**src/rtl/pwm3_pkg.sv**
```systemverilog
// Shared definitions for the three-channel split-period PWM generator.
// Assumes: all modules agree on the counter width and register layout below.
package pwm3_pkg;
    localparam int CNT_W   = 12;
    localparam int NCH     = 3;
    localparam int HALVES  = 2;
    localparam int NREG    = 1 + 2 * HALVES * NCH;
    localparam int ADDR_W  = $clog2(NREG);

    typedef enum logic {
        MODE_RAMP   = 1'b0,
        MODE_CENTER = 1'b1
    } cnt_mode_e;

    // Register index of a compare value: channel, half (0=A,1=B), edge (0=start,1=end)
    function automatic int cmp_idx(input int ch, input int half, input int edge_sel);
        return 1 + 2 * HALVES * ch + 2 * half + edge_sel;
    endfunction
endpackage

```
**src/rtl/pwm3_timebase.sv**
```systemverilog
// Shared time base: counts in ramp or centered mode and marks sub-cycles.
// Assumes: top_act only changes on a cycle where load_o is high.
module pwm3_timebase
    import pwm3_pkg::*;
#(
    parameter int W = CNT_W
) (
    input  logic         clk,
    input  logic         rst_n,
    input  logic         run_en,
    input  logic         mode_req,
    input  logic [W-1:0] top_act,
    output logic [W-1:0] cnt_o,
    output logic         sub_b_o,
    output logic         load_o
);
    cnt_mode_e mode_q;
    logic      at_top;
    logic      at_zero;
    logic      period_end;

    // Decode the turnaround points of the current period
    always_comb begin
        at_top     = (cnt_o == top_act);
        at_zero    = (cnt_o == '0);
        period_end = run_en && sub_b_o && ((mode_q == MODE_CENTER) ? at_zero : at_top);
        load_o     = !run_en || period_end;
    end

    // Advance the counter and sub-cycle state
    always_ff @(posedge clk) begin
        if (!rst_n) begin
            cnt_o   <= '0;
            sub_b_o <= 1'b0;
            mode_q  <= MODE_RAMP;
        end else if (load_o) begin
            cnt_o   <= '0;
            sub_b_o <= 1'b0;
            mode_q  <= cnt_mode_e'(mode_req);
        end else if (mode_q == MODE_RAMP) begin
            if (at_top) begin
                cnt_o   <= '0;
                sub_b_o <= 1'b1;
            end else begin
                cnt_o   <= cnt_o + 1'b1;
            end
        end else if (!sub_b_o) begin
            if (at_top) begin
                sub_b_o <= 1'b1;
            end else begin
                cnt_o   <= cnt_o + 1'b1;
            end
        end else begin
            cnt_o <= cnt_o - 1'b1;
        end
    end

    a_r10_cnt_le_top: assert property (@(posedge clk) disable iff (!rst_n)
        cnt_o <= top_act);

    a_r2_idle_hold: assert property (@(posedge clk) disable iff (!rst_n)
        !run_en |=> (cnt_o == '0) && !sub_b_o);

    a_r3_wrap_to_zero: assert property (@(posedge clk) disable iff (!rst_n)
        (run_en && mode_q == MODE_RAMP && !sub_b_o && at_top) |=> (cnt_o == '0));

    a_r4_count_down: assert property (@(posedge clk) disable iff (!rst_n)
        (run_en && mode_q == MODE_CENTER && sub_b_o && !at_zero)
            |=> (cnt_o == $past(cnt_o) - 1'b1) || (cnt_o == '0));
endmodule

```
**src/rtl/pwm3_regbank.sv**
```systemverilog
// Staging and active copies of the top and compare values.
// Assumes: load is driven by the time base at period end or while idle.
module pwm3_regbank
    import pwm3_pkg::*;
#(
    parameter int W  = CNT_W,
    parameter int NR = NREG,
    parameter int AW = ADDR_W
) (
    input  logic               clk,
    input  logic               rst_n,
    input  logic               wr_en,
    input  logic [AW-1:0]      wr_addr,
    input  logic [W-1:0]       wr_data,
    input  logic               load,
    output logic [NR-1:0][W-1:0] act_q
);
    logic [NR-1:0][W-1:0] stg_q;

    generate
        for (genvar i = 0; i < NR; i++) begin : g_reg
            // Capture software writes into the staging copy
            always_ff @(posedge clk) begin
                if (!rst_n) begin
                    stg_q[i] <= '0;
                end else if (wr_en && (wr_addr == AW'(i))) begin
                    stg_q[i] <= wr_data;
                end
            end

            // Transfer the staging copy to the active copy at a period boundary
            always_ff @(posedge clk) begin
                if (!rst_n) begin
                    act_q[i] <= '0;
                end else if (load) begin
                    act_q[i] <= stg_q[i];
                end
            end
        end
    endgenerate

    a_r6_active_stable: assert property (@(posedge clk) disable iff (!rst_n)
        !load |=> $stable(act_q));
endmodule

```
**src/rtl/pwm3_fault.sv**
```systemverilog
// Per-channel fault synchronizer and sticky flag.
// Assumes: fault_in is asynchronous; clear is a synchronous request.
module pwm3_fault (
    input  logic clk,
    input  logic rst_n,
    input  logic fault_in,
    input  logic clr,
    output logic blank,
    output logic flag
);
    logic s1_q;

    // Two-flop synchronizer for the asynchronous fault input
    always_ff @(posedge clk) begin
        if (!rst_n) begin
            s1_q  <= 1'b0;
            blank <= 1'b0;
        end else begin
            s1_q  <= fault_in;
            blank <= s1_q;
        end
    end

    // Sticky flag: set by a live fault, cleared by request once the fault is gone
    always_ff @(posedge clk) begin
        if (!rst_n) begin
            flag <= 1'b0;
        end else if (blank) begin
            flag <= 1'b1;
        end else if (clr) begin
            flag <= 1'b0;
        end
    end

    a_r9_flag_sticky: assert property (@(posedge clk) disable iff (!rst_n)
        (flag && !clr) |=> flag);

    a_r9_flag_set: assert property (@(posedge clk) disable iff (!rst_n)
        blank |=> flag);
endmodule

```
**src/rtl/pwm3_half.sv**
```systemverilog
// One waveform half: high inside its compare window during its own sub-cycle.
// Assumes: cnt and the compare values come from registers; output is combinational.
module pwm3_half
    import pwm3_pkg::*;
#(
    parameter int W = CNT_W,
    parameter bit HALF_B = 1'b0
) (
    input  logic         run_en,
    input  logic         sub_b,
    input  logic         blank,
    input  logic [W-1:0] cnt,
    input  logic [W-1:0] cmp_start,
    input  logic [W-1:0] cmp_end,
    output logic         out
);
    logic own_phase;
    logic in_window;

    // Window compare gated by phase, run and fault blanking
    always_comb begin
        own_phase = (sub_b == HALF_B);
        in_window = (cnt >= cmp_start) && (cnt < cmp_end);
        out       = run_en && own_phase && in_window && !blank;
    end
endmodule

```
**src/rtl/pwm3_stage.sv**
```systemverilog
// Top: three-channel split-period PWM generator with staged settings and fault blanking.
// Assumes: a single clock; fault inputs may be asynchronous to it.
module pwm3_stage
    import pwm3_pkg::*;
#(
    parameter int W  = CNT_W,
    parameter int NC = NCH,
    localparam int NR = 1 + 2 * HALVES * NC,
    localparam int AW = $clog2(NR + 1)
) (
    input  logic          clk,
    input  logic          rst_n,
    input  logic          run_en,
    input  logic          centered,
    input  logic          wr_en,
    input  logic [AW-1:0] wr_addr,
    input  logic [W-1:0]  wr_data,
    input  logic [NC-1:0] fault_in,
    input  logic [NC-1:0] fault_clr,
    output logic [NC-1:0] pwm_a,
    output logic [NC-1:0] pwm_b,
    output logic [NC-1:0] fault_flag,
    output logic [W-1:0]  cnt,
    output logic          sub_b
);
    logic [NR-1:0][W-1:0] act;
    logic                 load;
    logic [NC-1:0]        blank;

    pwm3_regbank #(.W(W), .NR(NR), .AW(AW)) i_regbank (
        .clk     (clk),
        .rst_n   (rst_n),
        .wr_en   (wr_en),
        .wr_addr (wr_addr),
        .wr_data (wr_data),
        .load    (load),
        .act_q   (act)
    );

    pwm3_timebase #(.W(W)) i_timebase (
        .clk      (clk),
        .rst_n    (rst_n),
        .run_en   (run_en),
        .mode_req (centered),
        .top_act  (act[0]),
        .cnt_o    (cnt),
        .sub_b_o  (sub_b),
        .load_o   (load)
    );

    generate
        for (genvar c = 0; c < NC; c++) begin : g_ch
            pwm3_fault i_fault (
                .clk      (clk),
                .rst_n    (rst_n),
                .fault_in (fault_in[c]),
                .clr      (fault_clr[c]),
                .blank    (blank[c]),
                .flag     (fault_flag[c])
            );

            pwm3_half #(.W(W), .HALF_B(1'b0)) i_half_a (
                .run_en    (run_en),
                .sub_b     (sub_b),
                .blank     (blank[c]),
                .cnt       (cnt),
                .cmp_start (act[1 + 4 * c]),
                .cmp_end   (act[2 + 4 * c]),
                .out       (pwm_a[c])
            );

            pwm3_half #(.W(W), .HALF_B(1'b1)) i_half_b (
                .run_en    (run_en),
                .sub_b     (sub_b),
                .blank     (blank[c]),
                .cnt       (cnt),
                .cmp_start (act[3 + 4 * c]),
                .cmp_end   (act[4 + 4 * c]),
                .out       (pwm_b[c])
            );

            a_r8_blank_outputs: assert property (@(posedge clk) disable iff (!rst_n)
                blank[c] |-> !pwm_a[c] && !pwm_b[c]);

            a_r5_halves_exclusive: assert property (@(posedge clk) disable iff (!rst_n)
                !(pwm_a[c] && pwm_b[c]));
        end
    endgenerate
endmodule

```
**config.mk**
```make
export PLATFORM = sky130hd
export DESIGN_NAME = pwm3_stage
export DESIGN_NICKNAME = d
export VERILOG_FILES = /design/src/rtl/pwm3_pkg.sv /design/src/rtl/pwm3_timebase.sv /design/src/rtl/pwm3_regbank.sv /design/src/rtl/pwm3_fault.sv /design/src/rtl/pwm3_half.sv /design/src/rtl/pwm3_stage.sv
export SDC_FILE = /design/constraint.sdc
export NUM_CORES = 1
export LEC_CHECK = 0
export CORE_MARGIN = 10
export CORE_UTILIZATION = 56
export DETAILED_ROUTE_END_ITERATION = 8
export PLACE_DENSITY = 0.76
export RECOVER_POWER = 25
export SLEW_MARGIN = 30
export SYNTH_ARGS = -nofsm -noshare
export SYNTH_HDL_FRONTEND = slang
export SYNTH_SLANG_ARGS = --single-unit
```
**constraint.sdc**
```tcl
create_clock -name clk -period 2.3 [get_ports clk]
set_input_delay 0.46 -clock clk [delete_from_list [all_inputs] [get_ports clk]]
set_output_delay 0.46 -clock clk [all_outputs]
set_load 0.02 [all_outputs]
```
==> metrics.cfg, run 1 <==
[outcome]
status=finished, violations left
violations=setup timing

[power]
power.total_mw=14.65
p_comb_frac=0.182
ir_drop_v=0.0006082
swShare=0.2749
internal-power_mw=10.62
power_frac_clock=0.414
p_sw_mw=4.026
leakage_nw=8.851
power_density_mw_per_mm2=636.5
seqPwrFrac=0.404

[worst_setup_path]
path_class=register to primary output
crit_slowest_cell=dfxtp_4
path_cells=clkinvlp_4 > buf_6 > ha_4 > nand2b_4 > a21o_1 > a211oi_2 > o31ai_1 > nand4_1 > a221oi_2 > buf_4
cp_num_buf_inv=3
cp-start-kind=register
end_kind=primary output
worstPathMaxFanout=4
crit_required_ns=1.84
crit_family=compound AO/OA/AOI/OAI gates
reg2reg_slack_ns=-0.47
r2r-start=i_timebase.cnt_o[8]$_SDFFE_PP0P_
r2r_end=i_regbank.act_q[52]$_SDFFE_PN0P_
crit_arrival_ns=2.83
critPathMaxStageDelay_ns=0.36
rr_worst_depth=13

[timing]
fin_crit_ns=3.288
fin_skew_ns=0.02374
max_freq_mhz=304.2
rsz0062_at_grt=true
layout_setup_ws_ns=-0.9877
finalSetupViolCount=176
hold_violations=0
final_max_slew_viol_count=0
post-route-period-util=1.429
worstMarginPinSlew_ns=1.480
relSlewSlack=0.01366

[die]
core_sq_mm=0.02956
die_x_um=192.9
rows=63
fp.dieH_um=192.9
start_util=0.5663
pin_count=49
die_area_sq_mm=0.03721

[layout]
nNetsFinal=2321
n_antenna_cell=0
layout_common_cells=dfxtp_1 (323), nand2_1 (314), inv_1 (139)
area_growth_pct=37.45
utilization=0.7785
layout-drive-gt1-share=0.2865
layout_commonest_cell=dfxtp_1
layoutNonFillerInstCount=2568

[min_path]
whs_path_depth=2
min_from=i_regbank.stg_q[87]$_SDFFE_PN0P_
hold_end=i_regbank.act_q[87]$_SDFFE_PN0P_
hp-class=register to register

[yosys]
synthFlopType=dfxtp_1
syn_inst=1974
synth_area_per_cell_sq_um=8.481
ys_seq_area_frac=0.4006
synthesis.nets=2142
synth_edf_count=0
synth_area_sq_mm=0.01674
ys_warn_count=0
synth-seq-cells=335
async_flop_share=0
ys_types=53

[clock_network]
tritoncts=yes
clock_latency_ns=0.54
cts.sinks=335
htreeDepth=2
holdBufCountCts=0
cts_made_buffers=37
clk_pin_slew_ns=0.06
root_buffer=clkbuf_16
clk_path_buf_depth=3

[global_route]
grt_use_met3=0.05114
antenna_found_initial=0
grt_remaining_overflow=0
grt_pass1_vias=16070
globalRoute.busiestLayer=met2
gr-usage-all-layers=0.3052
use_met2=0.5067
met1_usage=0.3639
grt_pass1_wl_um=89440
grt_max_degree=182

[routing]
vias=16040
drt_iter0_drc=1946
antenna_left=0
first_pass_iters=6
wl_per_cell_um=24.27
drc_errors=0
vias_per_cell=6.245
drt-total-wl_um=62320

[placed_design]
dp_slack_ns=-0.8379
io_buffer_count=48
gp_congestion=0.9342
dpl.hpwl_um=29030
placed_cells=2408

[flow_run]
cap_violations=0

registers in the layout, indices dropped and copies added, names as in the netlist:
signal,count
i_regbank.act_q,156
i_timebase.cnt_o,12
i_timebase.sub_b_o,1
i_timebase.mode_q,1
i_regbank.stg_q,156
g_ch.i_fault.flag,3
g_ch.i_fault.blank,3
g_ch.i_fault.s1_q,3
synthesized netlist by cell type, drive strengths merged, types with 50 or more instances:
| cell type | number | area, sq um |
|---|---|---|
| a21o | 50 | 375.4 |
| inv | 140 | 525.5 |
| nor2b | 90 | 563.0 |
| mux2i | 85 | 850.8 |
| o21ai | 182 | 937.2 |
| clkbuf | 90 | 337.8 |
| dfxtp | 335 | 6706 |
| a21boi | 75 | 563.0 |
| ha | 141 | 1764 |
| nand3 | 183 | 1031 |
| nand2 | 314 | 1179 |
| buf | 57 | 424.2 |
worst max path at each step:
stage | startpoint | end | slack, ns | cells past startpoint
floorplan | i_timebase.cnt_o[0]$_SDFFE_PP0P_ | pwm_a[0] | -0.26 | 10
CTS | i_timebase.cnt_o[0]$_SDFFE_PP0P_ | pwm_b[2] | -0.77 | 10
finish | i_timebase.cnt_o[0]$_SDFFE_PP0P_ | pwm_a[1] | -0.99 | 10
global placement | run_en | pwm_a[0] | -0.85 | 7
global route | i_timebase.cnt_o[0]$_SDFFE_PP0P_ | pwm_a[0] | -1.01 | 9
detailed placement | run_en | pwm_a[0] | -0.84 | 7
worst reg2reg max path: cells and delay by family (launching register included):
kind | cells | cell delay (ns)
AND/OR/NAND/NOR | 3 | 0.50
flip-flops | 1 | 0.39
XOR/XNOR | 1 | 0.18
buffers and inverters | 7 | 1.07
AO/OA/AOI/OAI | 2 | 0.53
layout make-up:
class | count | area (sq um)
Clock inverter | 12 | 147.6
Fill cell | 1674 | 6549
Inverter | 140 | 529.3
Multi-Input combinational cell | 1354 | 10420
Tap cell | 390 | 488.0
Sequential cell | 335 | 6744
Timing Repair Buffer | 285 | 3640
Clock buffer | 52 | 1042
layer usage:
metal | wire length, um | part of all wire | vias to the layer above
met5 | 0 | 0 | -
met4 | 4811 | 0.077 | 0
met3 | 6229 | 0.10 | 351
met2 | 29130 | 0.47 | 1002
met1 | 22150 | 0.36 | 7613
li1 | - | - | 7071
power groups by stage:
stage          sequential, mW  clock, mW  combinational, mW
2_1_floorplan            6.04          0              0.857
3_3_place_gp             6.04          0               1.24
3_5_place_dp             6.04          0               1.26
4_1_cts                  5.91       5.94               2.45
5_1_grt                  5.92       6.25               2.74
6_report                 5.92       6.06               2.67
kinds of logic (layout without fill, tap and decap cells):
family	after synthesis	after routing	share of synthesized area
xor gates and xnor gates	25	25	0.01308
DFF	335	335	0.4006
buffers and inverters	287	489	0.07690
and+or+nand+nor	713	713	0.2073
muxes	85	85	0.05082
adders and majority gates	141	141	0.1054
AOI/OAI and AO/OA	388	390	0.1459
timing repair:
action                                  in CTS  in global routing
endpoints found under the setup margin     174                178
buffers inserted                            52                 15
cloned                                      46                  0
gates resized for setup                    318                196
pin swaps                                  174                 65
metrics by stage:
step / TNS [ns] / hold slack (ns) / instance area [sq um]
global placement: -19.13 / 0.4166 / 18290
CTS: -37.93 / 0.3025 / 22340
detailed placement: -21.53 / 0.4281 / 18290
global route: -68.26 / 0.4620 / 23010
floorplan: -1.167 / 0.4119 / 16790
finish: -64.59 / 0.4472 / 23010
(Power assumes the default switching activity.)
==> run 2: changes to the inputs <==
--- a/config.mk
+++ b/config.mk
@@ -5,7 +5,7 @@
 export SDC_FILE = /design/constraint.sdc
 export NUM_CORES = 1
 export LEC_CHECK = 0
-export CORE_MARGIN = 10
+export CORE_MARGIN = 2
 export CORE_UTILIZATION = 56
 export DETAILED_ROUTE_END_ITERATION = 8
 export PLACE_DENSITY = 0.76
@@ -13,4 +13,5 @@
 export SLEW_MARGIN = 30
 export SYNTH_ARGS = -nofsm -noshare
 export SYNTH_HDL_FRONTEND = slang
+export SYNTH_HIERARCHICAL = 1
 export SYNTH_SLANG_ARGS = --single-unit
==> run 2 against run 1 <==
Effect of this change: the run still ends with setup timing left; cell count decreased by 9.1%; worst hold slack got worse by 0.018 ns; setup slack improved by 0.40 ns; core utilization decreased by 5.6 points; sequential share of layout area increased by 2.3 points; die area decreased by 16%; register-to-register slack improved by 0.13 ns; via count decreased by 16%; critical endpoint is now pwm_a[0]; count of clock-buffer cells in the layout decreased by 5; synthesized area increased by 0.18%.
==> metrics.cfg, run 2 <==
[yosys]
synth_edf_count=0  ; unchanged
yosysMostFrequentCell=dfxtp_1
synth_area_sq_mm=0.01677  ; +0.18%
synth-seq-cells=335  ; unchanged
synthesis.nets=1910  ; -11%
ys_top_cells_by_area=dfxtp_1 (40%), mux2i_1 (19%), ha_1 (11%)
ys_seq_area_frac=0.3999  ; -0.0007173
syn_inst=1742  ; -12%
ys_warn_count=6  ; +6
synth.top_cells.by_count=dfxtp_1 (335), mux2i_1 (313), nand2_1 (203), nor2b_1 (169), inv_1 (158)
synth_top_cell_area_share=0.3999  ; -0.0007173
synthFlopType=dfxtp_1
ys_types=63  ; +19%
synth_area_per_cell_sq_um=9.627  ; +14%
async_flop_share=0  ; unchanged
synth_top_area_cell=dfxtp_1

[routing]
top_layer=met4
first_pass_iters=8  ; +2
route.met3.wl_um=3683  ; -41%
wl_met2_um=22530  ; -23%
drt_iter0_drc=1197  ; -38%
drc_errors=0  ; unchanged
wl_per_cell_um=21.12  ; -13%
drt-total-wl_um=49300  ; -21%
antenna_left=0  ; unchanged
vias=13460  ; -16%
vias_per_cell=5.765  ; -7.7%
drt-met1-wl_um=20850  ; -5.9%

[worst_setup_path]
crit_required_ns=1.84  ; about the same
path_cells=buf_6 > ha_4 > a21o_1 > a21oi_1 > nor2b_1 > a2111oi_4 > nor3_2 > buf_4
crit_arrival_ns=2.43  ; -0.40 ns
cp-start-kind=register
crit_slowest_cell=dfxtp_4
r2r-start=i_timebase/cnt_o[5]$_SDFFE_PP0P_
worstPathMaxFanout=8  ; +4
end_kind=primary output
critPathMaxStageDelay_ns=0.46  ; +0.10 ns
reg2reg_slack_ns=-0.34  ; +0.13 ns
path_class=register to primary output
startpoint=i_timebase/cnt_o[9]$_SDFFE_PP0P_

[clock_network]
clk_pin_slew_ns=0.06  ; about the same
clock_latency_ns=0.52  ; -0.02 ns
cts.sinks=335  ; unchanged
cts_made_buffers=36  ; -2.7%
root_buffer=clkbuf_16
htreeDepth=2  ; unchanged
tritoncts=yes
clk_path_buf_depth=3  ; unchanged

[timing]
final_max_slew_viol_count=0  ; unchanged
relSlewSlack=0.1337  ; +0.1201
fin_crit_ns=2.889  ; -0.3989 ns
max_freq_mhz=346.2  ; +14%
hold_violations=0  ; unchanged
fin_skew_ns=0.01663  ; -0.007116 ns
layout_setup_ws_ns=-0.5888  ; +0.3989 ns
post-route-period-util=1.256  ; -0.1734
worstMarginPinSlew_ns=1.299  ; -0.1801 ns
hold_slack_ns=0.4294  ; -0.01776 ns
tns_ns=-33.52  ; +31.07 ns
rsz0062_at_grt=true
finalSetupViolCount=164  ; -6.8%

[min_path]
min_from=g_ch[1].i_fault/s1_q$_SDFF_PN0_
hp-class=register to register

[layout]
layout_commonest_cell=dfxtp_1
nNetsFinal=2087  ; -10%
nFillCells=1962  ; +17%
utilization=0.7223  ; -0.05617
n_antenna_cell=0  ; unchanged
area_growth_pct=27.31
layout_common_cells=dfxtp_1 (323), mux2i_1 (291), nand2_1 (202)
reg_top3=i_regbank/act_q (156), i_regbank/stg_q (156), i_timebase/cnt_o (12)
layout-drive-gt1-share=0.1991  ; -0.08743

[global_route]
gr-usage-all-layers=0.3003  ; -0.004962
grt_pass1_wl_um=72660  ; -19%
grt_remaining_overflow=0  ; unchanged
grt_pass1_vias=13280  ; -17%
grt_max_degree=90  ; -51%
antenna_found_initial=0  ; unchanged

[power]
power_density_mw_per_mm2=638.9  ; +0.38%
leakage_nw=8.997  ; +1.6%
ir_drop_v=0.0004249  ; -30%

[placed_design]
dpl.hpwl_um=27010  ; -6.9%
io_buffer_count=48  ; unchanged
gp_congestion=0.8933  ; -4.4%

[die]
die_area_sq_mm=0.03135  ; -16%
pin_count=49  ; unchanged
start_util=0.5674  ; +0.001016
fp.dieH_um=177.1  ; -8.2%
rows=63  ; unchanged
core_sq_mm=0.02956  ; unchanged
die_x_um=177.1  ; -8.2%

[outcome]
violations=setup timing
status=finished, violations left

[flow_run]
cap_violations=0  ; unchanged

-- run 2: cell type report --
type                       instances  area, sq um  share of cell area
timing repair buffer             241         2779              0.1302
tap                              390        488.0             0.02286
clock buffer                      47         1035             0.04846
multi-input combinational       1147         9560              0.4478
inverter                         158        605.6             0.02836
clock inverter                    16        138.9            0.006505
sequential                       335         6744              0.3159
-- run 2: where the power goes --
part / switching [mW] / internal, mW
clock: 2.39 / 3.40
combinational: 0.961 / 0.972
sequential: 0.0552 / 5.86
total: 3.41 / 10.2
-- run 2: critical path: cells and delay by family (launching register included) --
kind	cells	cell delay, ns
compound gates	3	0.75
flops	1	0.46
simple gates	2	0.22
buf+inv	2	0.30
fa+ha+maj	1	0.20
-- run 2: logic make-up after synthesis --
logic type	after synthesis	share of synthesized area
multiplexers	314	0.1875
buffers and inverters	261	0.06640
adder cells (fa/ha/maj)	141	0.1052
AO/OA/AOI/OAI	154	0.06483
flip-flops	335	0.3999
XOR/XNOR	20	0.01089
AND/OR/NAND/NOR	517	0.1653
-- run 2: metal layers --
layer	vias up	track usage
met5	-	0
met4	0	0.1198
met3	153	0.05262
met2	526	0.4974
met1	6533	0.3877
li1	6244	-
-- run 2: path summary, 6_finish.rpt --
path                                 endpoint  depth (start not counted)
max                                  pwm_a[0]                          8
min          g_ch[1].i_fault/blank$_SDFF_PN0_                          1
min reg2reg  g_ch[1].i_fault/blank$_SDFF_PN0_                          1
max reg2reg  i_regbank/act_q[34]$_SDFFE_PN0P_                         13
-- run 2: timing repair --
item | 4_1_cts | 5_1_grt
hold buffers | 0 | 0
setup endpoints to repair | 169 | 179
setup buffers | 46 | 30
pin swaps | 38 | 25
gates resized for setup | 129 | 103
cloned | 13 | 4
-- run 2: per-stage QoR --
stage	power [mW]	setup WS [ns]	instance area (sq um)	cells
6_report	13.64	-0.5888	21350	2334
5_1_grt	13.98	-0.6934	21350	2334
4_1_cts	13.59	-0.5939	20960	2317
3_5_place_dp	7.460	-0.5829	18530	2199
3_3_place_gp	7.434	-0.6120	18530	2199
2_1_floorplan	6.921	0.01012	16800	1742
